$ cat config.mk
export PLATFORM = sky130hd
export DESIGN_NAME = dpll_bit_recovery
export DESIGN_NICKNAME = d
export VERILOG_FILES = /design/src/rtl/dpll_pkg.sv /design/src/rtl/dpll_interval_timer.sv /design/src/rtl/dpll_phase_ctrl.sv /design/src/rtl/dpll_nrzi_packer.sv /design/src/rtl/dpll_bit_recovery.sv
export SDC_FILE = /design/constraint.sdc
export NUM_CORES = 1
export LEC_CHECK = 0
export ABC_AREA = 1
export BUFFER_PORTS_ARGS = -buffer_cell sky130_fd_sc_hd__buf_2
export CORE_UTILIZATION = 25
export DETAILED_ROUTE_END_ITERATION = 7
export PLACE_DENSITY = 0.38
export SLEW_MARGIN = 15
export SYNTH_ARGS = -nofsm -noshare
export SYNTH_HDL_FRONTEND = slang
export SYNTH_SLANG_ARGS = --single-unit
$ cat constraint.sdc
create_clock -name clk -period 2.8 [get_ports clk]
set_input_delay 0.42 -clock clk [delete_from_list [all_inputs] [get_ports clk]]
set_output_delay 0.42 -clock clk [all_outputs]
set_load 0.05 [all_outputs]
$ cat src/rtl/dpll_pkg.sv
package dpll_pkg;
  typedef enum logic [1:0] {
    CORR_NONE  = 2'd0,
    CORR_LATE  = 2'd1,
    CORR_EARLY = 2'd2
  } corr_kind_e;
endpackage

$ cat src/rtl/dpll_interval_timer.sv
module dpll_interval_timer #(
  parameter int CNT_W = 4
) (
  input  logic             clk,
  input  logic             rst,
  input  logic             tick,
  input  logic [CNT_W-1:0] init_val,
  input  logic [CNT_W-1:0] reload_val,
  output logic             sample_stb
);
  logic [CNT_W-1:0] cnt_q;

  assign sample_stb = tick && (cnt_q == CNT_W'(1));

  always_ff @(posedge clk) begin
    if (rst) begin
      cnt_q <= init_val;
    end else if (sample_stb) begin
      cnt_q <= reload_val;
    end else if (tick) begin
      cnt_q <= cnt_q - CNT_W'(1);
    end
  end

  // the countdown only moves on time-unit strobes
  a_r2_count_holds: assert property (@(posedge clk) disable iff (rst)
    !tick |=> $stable(cnt_q));

  // a remaining interval of zero would stall sampling
  a_r3_count_nonzero: assert property (@(posedge clk) disable iff (rst)
    sample_stb |=> cnt_q != '0);
endmodule

$ cat src/rtl/dpll_phase_ctrl.sv
module dpll_phase_ctrl
  import dpll_pkg::*;
#(
  parameter int HIST_W     = 8,
  parameter int CNT_W      = 4,
  parameter int CORR_W     = 8,
  parameter int NOM_FINE   = 4,
  parameter int NOM_COARSE = 6
) (
  input  logic                     clk,
  input  logic                     rst,
  input  logic                     sample_stb,
  input  logic                     rx_in,
  input  logic                     fine_mode,
  output logic                     is_decision,
  output logic [CNT_W-1:0]         reload_val,
  output logic [HIST_W-1:0]        hist_q,
  output logic signed [CORR_W-1:0] corr_q
);
  localparam logic [CNT_W-1:0] NF = CNT_W'(NOM_FINE);
  localparam logic [CNT_W-1:0] NC = CNT_W'(NOM_COARSE);
  localparam logic signed [CORR_W-1:0] CMAX = {1'b0, {(CORR_W-1){1'b1}}};
  localparam logic signed [CORR_W-1:0] CMIN = {1'b1, {(CORR_W-1){1'b0}}};

  logic [1:0]        phase_q;
  logic              last_s_q;
  logic [HIST_W-1:0] hist_nxt;
  logic [CNT_W-1:0]  nominal;
  corr_kind_e        kind;

  assign is_decision = (phase_q == 2'd0);
  assign hist_nxt    = {hist_q[HIST_W-2:0], rx_in ^ last_s_q};
  assign nominal     = fine_mode ? NF : NC;

  always_comb begin
    kind = CORR_NONE;
    if (is_decision) begin
      if (fine_mode) begin
        if (hist_nxt[2:0] == 3'b001)      kind = CORR_LATE;
        else if (hist_nxt[2:0] == 3'b100) kind = CORR_EARLY;
      end else begin
        if (hist_nxt[1:0] == 2'b01)       kind = CORR_LATE;
        else if (hist_nxt[1:0] == 2'b10)  kind = CORR_EARLY;
      end
    end
    case (kind)
      CORR_LATE:  reload_val = nominal + CNT_W'(1);
      CORR_EARLY: reload_val = nominal - CNT_W'(1);
      default:    reload_val = nominal;
    endcase
  end

  always_ff @(posedge clk) begin
    if (rst) begin
      phase_q  <= 2'd0;
      last_s_q <= 1'b0;
      hist_q   <= '0;
      corr_q   <= '0;
    end else if (sample_stb) begin
      last_s_q <= rx_in;
      hist_q   <= hist_nxt;
      if ((fine_mode && phase_q == 2'd2) || (!fine_mode && phase_q != 2'd0))
        phase_q <= 2'd0;
      else
        phase_q <= phase_q + 2'd1;
      if (kind == CORR_LATE && corr_q != CMAX)
        corr_q <= corr_q + CORR_W'(1);
      else if (kind == CORR_EARLY && corr_q != CMIN)
        corr_q <= corr_q - CORR_W'(1);
    end
  end

  // each sample shifts the history one place
  a_r6_hist_shift: assert property (@(posedge clk) disable iff (rst)
    sample_stb |=> hist_q[HIST_W-1:1] == $past(hist_q[HIST_W-2:0]));

  // history is frozen between samples
  a_r2_hist_hold: assert property (@(posedge clk) disable iff (rst)
    !sample_stb |=> $stable(hist_q));

  // the phase never leaves its three-state range
  a_r3_phase_range: assert property (@(posedge clk) disable iff (rst)
    phase_q != 2'd3);

  // a coarse-mode sample leaves the phase at 0 or 1
  a_r5_coarse_phase: assert property (@(posedge clk) disable iff (rst)
    (sample_stb && !fine_mode) |=> phase_q <= 2'd1);

  // the correction count moves by at most one per sample
  a_r9_corr_step: assert property (@(posedge clk) disable iff (rst)
    !sample_stb |=> $stable(corr_q));
endmodule

$ cat src/rtl/dpll_nrzi_packer.sv
module dpll_nrzi_packer #(
  parameter int WORD_W = 16
) (
  input  logic              clk,
  input  logic              rst,
  input  logic              decision,
  input  logic              rx_in,
  output logic              bit_stb,
  output logic [WORD_W-1:0] word_data,
  output logic              word_valid
);
  localparam logic [WORD_W:0] SR_INIT = {1'b1, {WORD_W{1'b0}}};

  logic            last_dec_q;
  logic [WORD_W:0] sr_q;
  logic [WORD_W:0] sr_shift;
  logic            dec_bit;

  assign dec_bit  = (rx_in == last_dec_q);
  assign sr_shift = {dec_bit, sr_q[WORD_W:1]};

  always_ff @(posedge clk) begin
    if (rst) begin
      last_dec_q <= 1'b0;
      sr_q       <= SR_INIT;
      word_data  <= '0;
      word_valid <= 1'b0;
      bit_stb    <= 1'b0;
    end else begin
      bit_stb    <= decision;
      word_valid <= 1'b0;
      if (decision) begin
        last_dec_q <= rx_in;
        if (sr_shift[0]) begin
          word_data  <= sr_shift[WORD_W:1];
          word_valid <= 1'b1;
          sr_q       <= SR_INIT;
        end else begin
          sr_q <= sr_shift;
        end
      end
    end
  end

  // a word is only delivered alongside a recovered bit
  a_r8_valid_with_bit: assert property (@(posedge clk) disable iff (rst)
    word_valid |-> bit_stb);

  // the word register is stable outside delivery cycles
  a_r8_word_hold: assert property (@(posedge clk) disable iff (rst)
    !word_valid |-> $stable(word_data));
endmodule

$ cat src/rtl/dpll_bit_recovery.sv
module dpll_bit_recovery #(
  parameter int WORD_W     = 16,
  parameter int HIST_W     = 8,
  parameter int CORR_W     = 8,
  parameter int NOM_FINE   = 4,
  parameter int NOM_COARSE = 6
) (
  input  logic                     clk,
  input  logic                     rst,
  input  logic                     tick,
  input  logic                     rx_in,
  input  logic                     fine_mode,
  output logic                     bit_stb,
  output logic [WORD_W-1:0]        word_data,
  output logic                     word_valid,
  output logic [HIST_W-1:0]        trans_hist,
  output logic signed [CORR_W-1:0] corr_count
);
  localparam int NOM_MAX = (NOM_FINE > NOM_COARSE) ? NOM_FINE : NOM_COARSE;
  localparam int CNT_W   = $clog2(NOM_MAX + 2);

  logic             sample_stb;
  logic             is_decision;
  logic [CNT_W-1:0] reload_val;
  logic [CNT_W-1:0] init_val;

  assign init_val = fine_mode ? CNT_W'(NOM_FINE) : CNT_W'(NOM_COARSE);

  dpll_interval_timer #(.CNT_W(CNT_W)) u_timer (
    .clk        (clk),
    .rst        (rst),
    .tick       (tick),
    .init_val   (init_val),
    .reload_val (reload_val),
    .sample_stb (sample_stb)
  );

  dpll_phase_ctrl #(
    .HIST_W     (HIST_W),
    .CNT_W      (CNT_W),
    .CORR_W     (CORR_W),
    .NOM_FINE   (NOM_FINE),
    .NOM_COARSE (NOM_COARSE)
  ) u_phase (
    .clk         (clk),
    .rst         (rst),
    .sample_stb  (sample_stb),
    .rx_in       (rx_in),
    .fine_mode   (fine_mode),
    .is_decision (is_decision),
    .reload_val  (reload_val),
    .hist_q      (trans_hist),
    .corr_q      (corr_count)
  );

  dpll_nrzi_packer #(.WORD_W(WORD_W)) u_pack (
    .clk        (clk),
    .rst        (rst),
    .decision   (sample_stb && is_decision),
    .rx_in      (rx_in),
    .bit_stb    (bit_stb),
    .word_data  (word_data),
    .word_valid (word_valid)
  );

  // no time unit, no recovered bit on the next cycle
  a_r2_tick_gates_bit: assert property (@(posedge clk) disable iff (rst)
    !tick |=> !bit_stb);

  // correction count only changes on an edge that also emits a bit
  a_r9_corr_on_bit: assert property (@(posedge clk) disable iff (rst)
    !bit_stb |-> $stable(corr_count) || $past(rst));
endmodule

# == After elaboration in Yosys (flattened, before gate mapping) ==
# Index checks and enable logic that the tools add are counted.
# W data, S select, Z words.
# op_classes
n_bitwise,2
n_eq_ne,11
mul,0
div_mod_pow,0
n_addsub,6
shift,0
mux,16
magnitude_cmp,0
n_reduce_logical,15
# ops
op,n
$mux W17,1
$mux W2,8
$mux W8,2
$ne A8 B8 Y1 const B,2
$mux W3,3
$add A8 B2 Y8 const B,1
$sub A8 B2 Y8 const B,1
$eq A2 B2 Y1 const B,3
$eq A3 B1 Y1 const B,2
$logic_and A1 B1 Y1,6
$pmux W3 S2,1
$sub A3 B1 Y3 const B,2
$eq A2 B1 Y1 const B,2
$reduce_and A2 Y1,2
$reduce_bool A2 Y1,2
$add A3 B1 Y3 const B,1
$eq A3 B3 Y1 const B,1
$reduce_bool A3 Y1,1
$add A2 B1 Y2 const B,1
$logic_not A2 Y1,1
$reduce_or A2 Y1,1
$eq A1 B1 Y1,1
$logic_not A1 Y1,1
$logic_or A1 B1 Y1,1
other kinds (3),3
# totals
out_inout_bits,34
word_cells,60
ram_bits,0
romBits,0
reg_bits,58
n_memories,0
latchBits,0

# == Longest topological paths before layout ==
# Gate-level depths: netlist of run 1.
# depth
ltp_word,10
depth_mapped,17

# == By module ==
# From an unflattened synthesis of run 1, not the netlist that was laid out.
# unflattened
cells_unflattened,367
area_unflattened_um2,2772.7
# modules_own_cells
module,cells_per_inst,instances,area_each_um2
dpll_nrzi_packer,156,1,1280.0
dpll_phase_ctrl,171,1,1231.2
dpll_interval_timer,35,1,242.7
dpll_bit_recovery,5,1,18.8

# == Worst setup path after synthesis of run 1 ==
# No wires, ideal clock.
# synth_path
kind,flip-flop to flip-flop
start,register u_phase.phase_q[0]
end,register u_phase.corr_q[6]
setup_time_ns,0.118
path_buffers,0
synth_period_minus_slack_ns,2.357
required_time_ns,2.682
t_arrival_ns,2.239
setup_slack_ns,0.443
stages_incl_launch_ff,14
cell_sequence,dfxtp_1 -> inv_1 -> ha_1 -> inv_1 -> nor3_1 -> ha_1 -> nand2_2 -> ha_1 -> nand2_1 -> o21ai_0 -> a21oi_1 -> xor2_1 -> nor2_1 -> nor2_1
# synth_via
elab_chain_cells,6
word_cells_on_any_way,9
classes_between,2 x eq/ne; 2 x mux; 5 x reduce/logical
# synth_lines
item,line_no,rtl
from (decl),dpll_phase_ctrl.sv:25,logic [1:0] phase_q;
from (signal assigned),dpll_phase_ctrl.sv:65,phase_q <= phase_q + 2'd1;
$logic_not A2 Y1 *,dpll_phase_ctrl.sv:31,assign is_decision = (phase_q == 2'd0);
$mux W2 *,dpll_phase_ctrl.sv:37,if (is_decision) begin
$eq A2 B2 Y1 / $eq A2 B1 Y1 (equally long branches),"dpll_phase_ctrl.sv:68, dpll_phase_ctrl.sv:66",
$logic_and A1 B1 Y1 (on tied branches),"dpll_phase_ctrl.sv:68, dpll_phase_ctrl.sv:66",
$reduce_bool A2 Y1 (no source line),n/a,
$reduce_and A2 Y1 (no source line),n/a,
to (signal assigned),dpll_phase_ctrl.sv:67,corr_q <= corr_q + CORR_W'(1);
to (signal assigned),dpll_phase_ctrl.sv:69,corr_q <= corr_q - CORR_W'(1);
to (decl),dpll_phase_ctrl.sv:18,output logic signed [CORR_W-1:0] corr_q
# Every way passes the cells marked *; elsewhere a longest branch is shown, timed or not.
# A chain may end at the register's enable or synchronous reset.

# == Final worst setup path of run 1 ==
# layout_path
start,register u_phase.phase_q[0]
end,register u_phase.corr_q[7]
# Same word-level chain as after synthesis.

==> results_dict.tcl, run 1 <==
set metrics [dict create \
    finClkSkew_ps 8.61 \
    slew_violations 0 \
    yosysUniqueCellTypes 32 \
    cts_tree "built" \
    slew_headroom 0.701 \
    placed_cells 485 \
    hold_viol 0 \
    die_h_um 105 \
    hold_depth 3 \
    max_freq_mhz 399 \
    min_to "u_pack.last_dec_q$_SDFFE_PP0P_" \
    p_per_area_mw_per_mm2 548 \
    via_count 2136 \
    antenna_found_initial 0 \
    dieArea_mm2 0.0111 \
    drive_above_1_share 0.208 \
    drc 0 \
    crit_chain "inv_1 > ha_1 > inv_1 > nor3_2 > ha_1 > nand2_2 > ha_1 > or2_0 > nand2_1 > nor2_1 > nor2_1 > inv_1 > nand2_1 > nand2_1 > nand2_1 > a21oi_1" \
    fin_setup_tns_ps 0 \
    cts_buffers 9 \
    rsz0062_at_grt "false" \
    grt_max_degree 36 \
    globalplace.congestion 0.757 \
    wire_per_inst_um 11.8 \
    worstSetupPathType "reg -> reg" \
    setup_viol 0 \
    synth_nets 347 \
    post_layout_nonfiller_instances 501 \
    drt_iter0_drc 100 \
    reg2reg_from "u_phase.phase_q[0]$_SDFFE_PP0P_" \
    max_stage_delay_ps 350 \
    p_leak_nw 1.46 \
    grt_pass1_vias 2025 \
    clock_sink_count 57 \
    die-width_um 105 \
    crit_path_top_delay_cell "ha_1" \
    hold_start "rx_in" \
    syn_area_mm2 0.00268 \
    startpoint_type "register" \
    endpoint_kind "register" \
    worstReg2RegEnd "u_phase.corr_q[7]$_SDFFE_PP0P_" \
    synth_top_area_cell "dfxtp_1" \
    synth_warnings 0 \
    io_buffers 38 \
    status "finished clean" \
    arrival_ps 2720 \
    crit_fanout 9 \
    wirelength_um 5910 \
    firstDrtPassIters 4 \
    synth_top_area_share 0.404 \
    grt_pass1_wl_um 9850 \
    r2r_cells 16 \
    clk_pin_slew_worst_paths_ps 60 \
    cpMostUsedCell "nand2_1" \
    track_usage 0.116 \
    synth-seq-area-share 0.437 \
    clock-root-buffer "clkbuf_8" \
    ant_nets 0 \
    nets 379 \
    core_mm2 0.0104 \
    h-tree-depth 3 \
    r2r_slack_ps 300 \
    postLayoutCoreUtil 0.300 \
    yosysMostFrequentCell "dfxtp_1" \
    post-route-period-util 0.894 \
    diodes 0 \
    grt_remaining_overflow 0 \
    synth_area_leaders "dfxtp_1 (40%), nor2_1 (6.7%), ha_1 (6.1%), nand2_1 (5.7%), inv_1 (5.3%)" \
    tightest_slew_ps 449 \
    clk_path_buf_depth 2 \
    critPathTopFamily "simple AND/OR/NAND/NOR gates" \
    path_buf_inv 3 \
    dp_hpwl_um 3980 \
    rows 37 \
    hold_slack_ps 352 \
    avgSynthCellArea_um2 8.16 \
    clkLatencyLatePin_ps 330 \
    yosys_most_used_dff "dfxtp_1" \
    crit_required_ps 3020 \
    synthTopCellsByCount "dfxtp_1 (54), nor2_1 (48), nand2_1 (41)" \
    syn_inst 328 \
    synth-edff-count 3 \
    ir_drop_v 0.000165 \
    via_per_inst 4.26 \
    synthArstFlopShare 0 \
    syn2layout_area_growth_pct 16.2 \
    ios 39 \
    period_minus_slack_ps 2500 \
    hp-class "in -> reg" \
    synth-seq-cells 57 \
    start_util 0.258 \
    max_cap_viol_count 0 \
]
-- cell usage in the layout, fill, tap and decap left out, types with 2 or more instances in the layout --
master / count
nand4_1: 3
o21ai_2: 10
nand2_1: 41
nand3_1: 21
o21ai_0: 22
dfxtp_1: 54
xor2_1: 5
nor2_1: 48
a211oi_1: 14
ha_1: 13
edfxtp_1: 3
clkbuf_8: 11
clkinvlp_4: 2
buf_4: 2
inv_4: 2
buf_2: 38
inv_1: 38
xnor2_1: 3
nand2_4: 4
a21oi_1: 16
-- report_power, final --
| group | total, W | leakage, nW | switching (W) | internal [W] |
|---|---|---|---|---|
| sequential | 0.000848 | 0.465 | 0.0000117 | 0.000836 |
| clock | 0.000704 | 0.0889 | 0.000335 | 0.000368 |
| combinational | 0.000153 | 0.904 | 0.000103 | 0.0000495 |
| total | 0.00170 | 1.46 | 0.000450 | 0.00125 |
-- registers in the layout (all words and copies together), names as in the netlist --
signal,flops
u_pack.sr_q,16
u_pack.word_data,16
u_phase.corr_q,8
u_phase.hist_q,8
u_timer.cnt_q,3
u_phase.phase_q,2
u_pack.bit_stb,1
u_pack.last_dec_q,1
u_pack.word_valid,1
u_phase.last_s_q,1
-- repair_timing --
item / in CTS / in global routing
setup buffers: 0 / 0
hold buffers: 0 / 0
resized for setup: 0 / 2
setup endpoints to repair: 0 / 3
-- worst register-to-register path, stage by stage, from the launching register on --
cell	delay (ps)
dfxtp_1	300
inv_1	120
ha_1	250
inv_1	70
nor3_2	200
ha_1	210
nand2_2	140
ha_1	350
or2_0	200
nand2_1	110
nor2_1	50
nor2_1	130
inv_1	50
nand2_1	60
nand2_1	40
nand2_1	50
a21oi_1	50
-- logic make-up after synthesis --
logic type | Yosys count | synth area share
AOI/OAI and AO/OA | 66 | 0.154
DFF | 57 | 0.437
xor gates and xnor gates | 8 | 0.0262
and+or+nand+nor | 123 | 0.208
adders and majority gates | 14 | 0.0682
buffers and inverters | 60 | 0.106
-- per-stage QoR --
| stage | cell area (um2) | power, W | worst slack (ps) |
|---|---|---|---|
| floorplan | 2680 | 0.000990 | 443 |
| global placement | 2930 | 0.00102 | 209 |
| detailed placement | 2930 | 0.00102 | 162 |
| CTS | 3110 | 0.00174 | 201 |
| global route | 3110 | 0.00181 | 45.9 |
| finish | 3110 | 0.00170 | 297 |
-- metal layers --
metal / GRT usage / part of all wire
met3: 0.0328 / 0.028
met1: 0.156 / 0.53
met4: 0.0536 / 0.018
met5: 0 / 0
met2: 0.170 / 0.42
-- how the worst max path moves through the flow --
| stage | start | endpoint | slack, ps | cells past startpoint |
|---|---|---|---|---|
| 2_1_floorplan | u_phase.phase_q[0]$_SDFFE_PP0P_ | u_phase.corr_q[6]$_SDFFE_PP0P_ | 440 | 13 |
| 3_3_place_gp | fine_mode | u_phase.corr_q[6]$_SDFFE_PP0P_ | 210 | 13 |
| 3_5_place_dp | fine_mode | u_phase.corr_q[6]$_SDFFE_PP0P_ | 160 | 13 |
| 4_1_cts | u_phase.phase_q[0]$_SDFFE_PP0P_ | u_phase.corr_q[6]$_SDFFE_PP0P_ | 200 | 13 |
| 5_1_grt | u_phase.phase_q[0]$_SDFFE_PP0P_ | u_phase.corr_q[7]$_SDFFE_PP0P_ | 50 | 15 |
| 6_report | u_phase.phase_q[0]$_SDFFE_PP0P_ | u_phase.corr_q[7]$_SDFFE_PP0P_ | 300 | 16 |
-- layout make-up --
class / count / area [um2]
clock buffers: 12 / 155
clock inverters: 4 / 26.3
fillers: 1165 / 7260
inverters: 41 / 156
multi-input cells: 211 / 1230
flip-flops and latches: 57 / 1170
well taps: 136 / 170
repair buffers: 40 / 205
No activity file was read; power rests on OpenSTA's default activity.
==> run 2, diff against run 1 <==
--- a/config.mk
+++ b/config.mk
@@ -7,9 +7,11 @@
 export LEC_CHECK = 0
 export ABC_AREA = 1
 export BUFFER_PORTS_ARGS = -buffer_cell sky130_fd_sc_hd__buf_2
+export CELL_PAD_IN_SITES_DETAIL_PLACEMENT = 0
+export CELL_PAD_IN_SITES_GLOBAL_PLACEMENT = 1
 export CORE_UTILIZATION = 25
 export DETAILED_ROUTE_END_ITERATION = 7
-export PLACE_DENSITY = 0.38
+export PLACE_DENSITY = 0.49
 export SLEW_MARGIN = 15
 export SYNTH_ARGS = -nofsm -noshare
 export SYNTH_HDL_FRONTEND = slang
==> run 2 against run 1 <==
  * First-iteration DRC count down 16%
  * Clock-buffer cell count unchanged
  * Core utilization rose by 0.27 points
  * Critical path type unchanged
  * Critical endpoint unchanged
==> results_dict.tcl, run 2 (synthesized netlist as in run 1, its figures left out) <==
set metrics [dict create \
    status "finished clean" \
    crit_fanout 9 \
    endpoint_kind "register" \
    setup_viol 0 \
    final_cell_mix "dfxtp_1 (54), nor2_1 (48), nand2_1 (41), inv_1 (38), buf_2 (38)" \
    grt_pass1_wl_um 10200 \
    setup.worst_path.start "u_phase.phase_q[0]$_SDFFE_PP0P_" \
    multi_input_area_mm2 0.00123 \
    via_per_inst 4.31 \
    ant_nets 0 \
    grt_pass1_vias 2030 \
    p_seq_frac 0.493 \
    wirelength_um 6230 \
    ios 39 \
    post-route-period-util 0.902 \
    core_mm2 0.0104 \
    startpoint_type "register" \
    clkLatencyLatePin_ps 330 \
    p_sw_w 0.000465 \
    drive_above_1_share 0.220 \
    p_per_area_mw_per_mm2 548 \
    antenna_found_initial 0 \
    ir_drop_v 0.000192 \
    die-width_um 105 \
    io_buffers 38 \
    worstSetupPathType "reg -> reg" \
    hp-class "in -> reg" \
    diodes 0 \
    drc 0 \
    firstDrtPassIters 4 \
    arrival_ps 2800 \
    track_usage 0.120 \
    drt_iter0_drc 84 \
    top_regs "u_pack.sr_q (16), u_pack.word_data (16)" \
    h-tree-depth 3 \
    period_minus_slack_ps 2530 \
    hold_start "rx_in" \
    cts_buffers 9 \
    dieArea_mm2 0.0111 \
    clock_sink_count 57 \
    clk_pin_slew_worst_paths_ps 70 \
    layout_commonest_cell "dfxtp_1" \
    cts_tree "built" \
    p_comb_frac 0.091 \
    p_int_w 0.00126 \
    max_cap_viol_count 0 \
    dp_hpwl_um 4230 \
    slew_headroom 0.684 \
    grt_remaining_overflow 0 \
    finClkSkew_ps 5.69 \
    slew_violations 0 \
    p_leak_nw 1.47 \
    clock-root-buffer "clkbuf_8" \
    postLayoutCellArea_mm2 0.00314 \
    grt_max_degree 33 \
    pwr-share-clk 0.417 \
    wire_per_inst_um 12.4 \
    start_util 0.258 \
    max_freq_mhz 396 \
    fin_setup_tns_ps 0 \
    tightest_slew_ps 471 \
    rsz0062_at_grt "false" \
    via_count 2170 \
    hold_viol 0 \
    nets 382 \
    clk_path_buf_depth 2 \
    syn2layout_area_growth_pct 17.2 \
    switching_share 0.270 \
    regArea_mm2 0.00117 \
    reg2reg_from "u_phase.phase_q[0]$_SDFFE_PP0P_" \
    rows 37 \
    globalplace.congestion 0.789 \
    post_dp_cell_area_mm2 0.00295 \
    crit_required_ps 3070 \
    die_h_um 105 \
    nFillCells 1176 \
]
-- run 2: changes by cell type in the layout (fill, tap and decap cells not counted) --
cell | previous run | this run
ha_1 | 13 | 11
buf_4 | 2 | 5
ha_2 | 0 | 2
-- run 2: layout make-up --
cell class | instances | area share
inverters | 41 | 0.0498
repair buffers | 43 | 0.0725
clock inverters | 4 | 0.00837
flip-flops and latches | 57 | 0.373
clock buffers | 12 | 0.0494
multi-input cells | 211 | 0.393
well taps | 136 | 0.0542
-- run 2: timing repair --
item,in CTS,in global routing
setup endpoints to repair,0,3
setup buffers,0,0
resized for setup,0,4
hold buffers,0,0
hold endpoints to repair,0,0
-- run 2: per-layer routing --
layer | vias up | track usage | part of all wire
met4 | 0 | 0.0565 | 0.011
met5 | - | 0 | 0
met3 | 8 | 0.0340 | 0.039
met1 | 989 | 0.160 | 0.51
li1 | 1137 | - | -
met2 | 36 | 0.178 | 0.44
-- run 2: power groups by stage --
stage               Combinational [W]  Clock [W]  Sequential (W)
floorplan                    0.000119          0        0.000871
global placement             0.000158          0        0.000866
detailed placement           0.000157          0        0.000867
CTS                          0.000158   0.000743        0.000848
global route                 0.000178   0.000781        0.000850
finish                       0.000156   0.000718        0.000848
-- run 2: path summary, 6_finish.rpt --
kind / to / slack [ps] / depth (start not counted)
setup / recovery: u_phase.corr_q[7]$_SDFFE_PP0P_ / 270 / 15
hold / removal: u_pack.last_dec_q$_SDFFE_PP0P_ / 340 / 3
setup reg to reg: u_phase.corr_q[7]$_SDFFE_PP0P_ / 270 / 15
hold reg to reg: u_pack.word_data[15]$_SDFFE_PP0P_ / 470 / 2
-- run 2: critical path, stage by stage, from the launching register on --
cell	delay [ps]
dfxtp_1	300
inv_1	120
ha_2	240
inv_1	60
nor3_2	210
ha_2	230
nand2_2	140
ha_1	350
or2_0	210
nand2_1	130
nor2_1	50
nor2_1	120
nand3_1	90
nand2_1	70
nand2_1	40
a21oi_1	110
-- run 2: metrics by stage --
stage | cells | setup slack, ps | power (W) | utilization | hold slack (ps)
floorplan | 328 | 443 | 0.000990 | - | 444
global placement | 488 | 197 | 0.00102 | 0.284 | 468
detailed placement | 488 | 137 | 0.00102 | 0.284 | 465
CTS | 504 | 150 | 0.00175 | 0.302 | 330
global route | 504 | 45.2 | 0.00181 | 0.303 | 333
finish | 504 | 275 | 0.00172 | 0.303 | 343
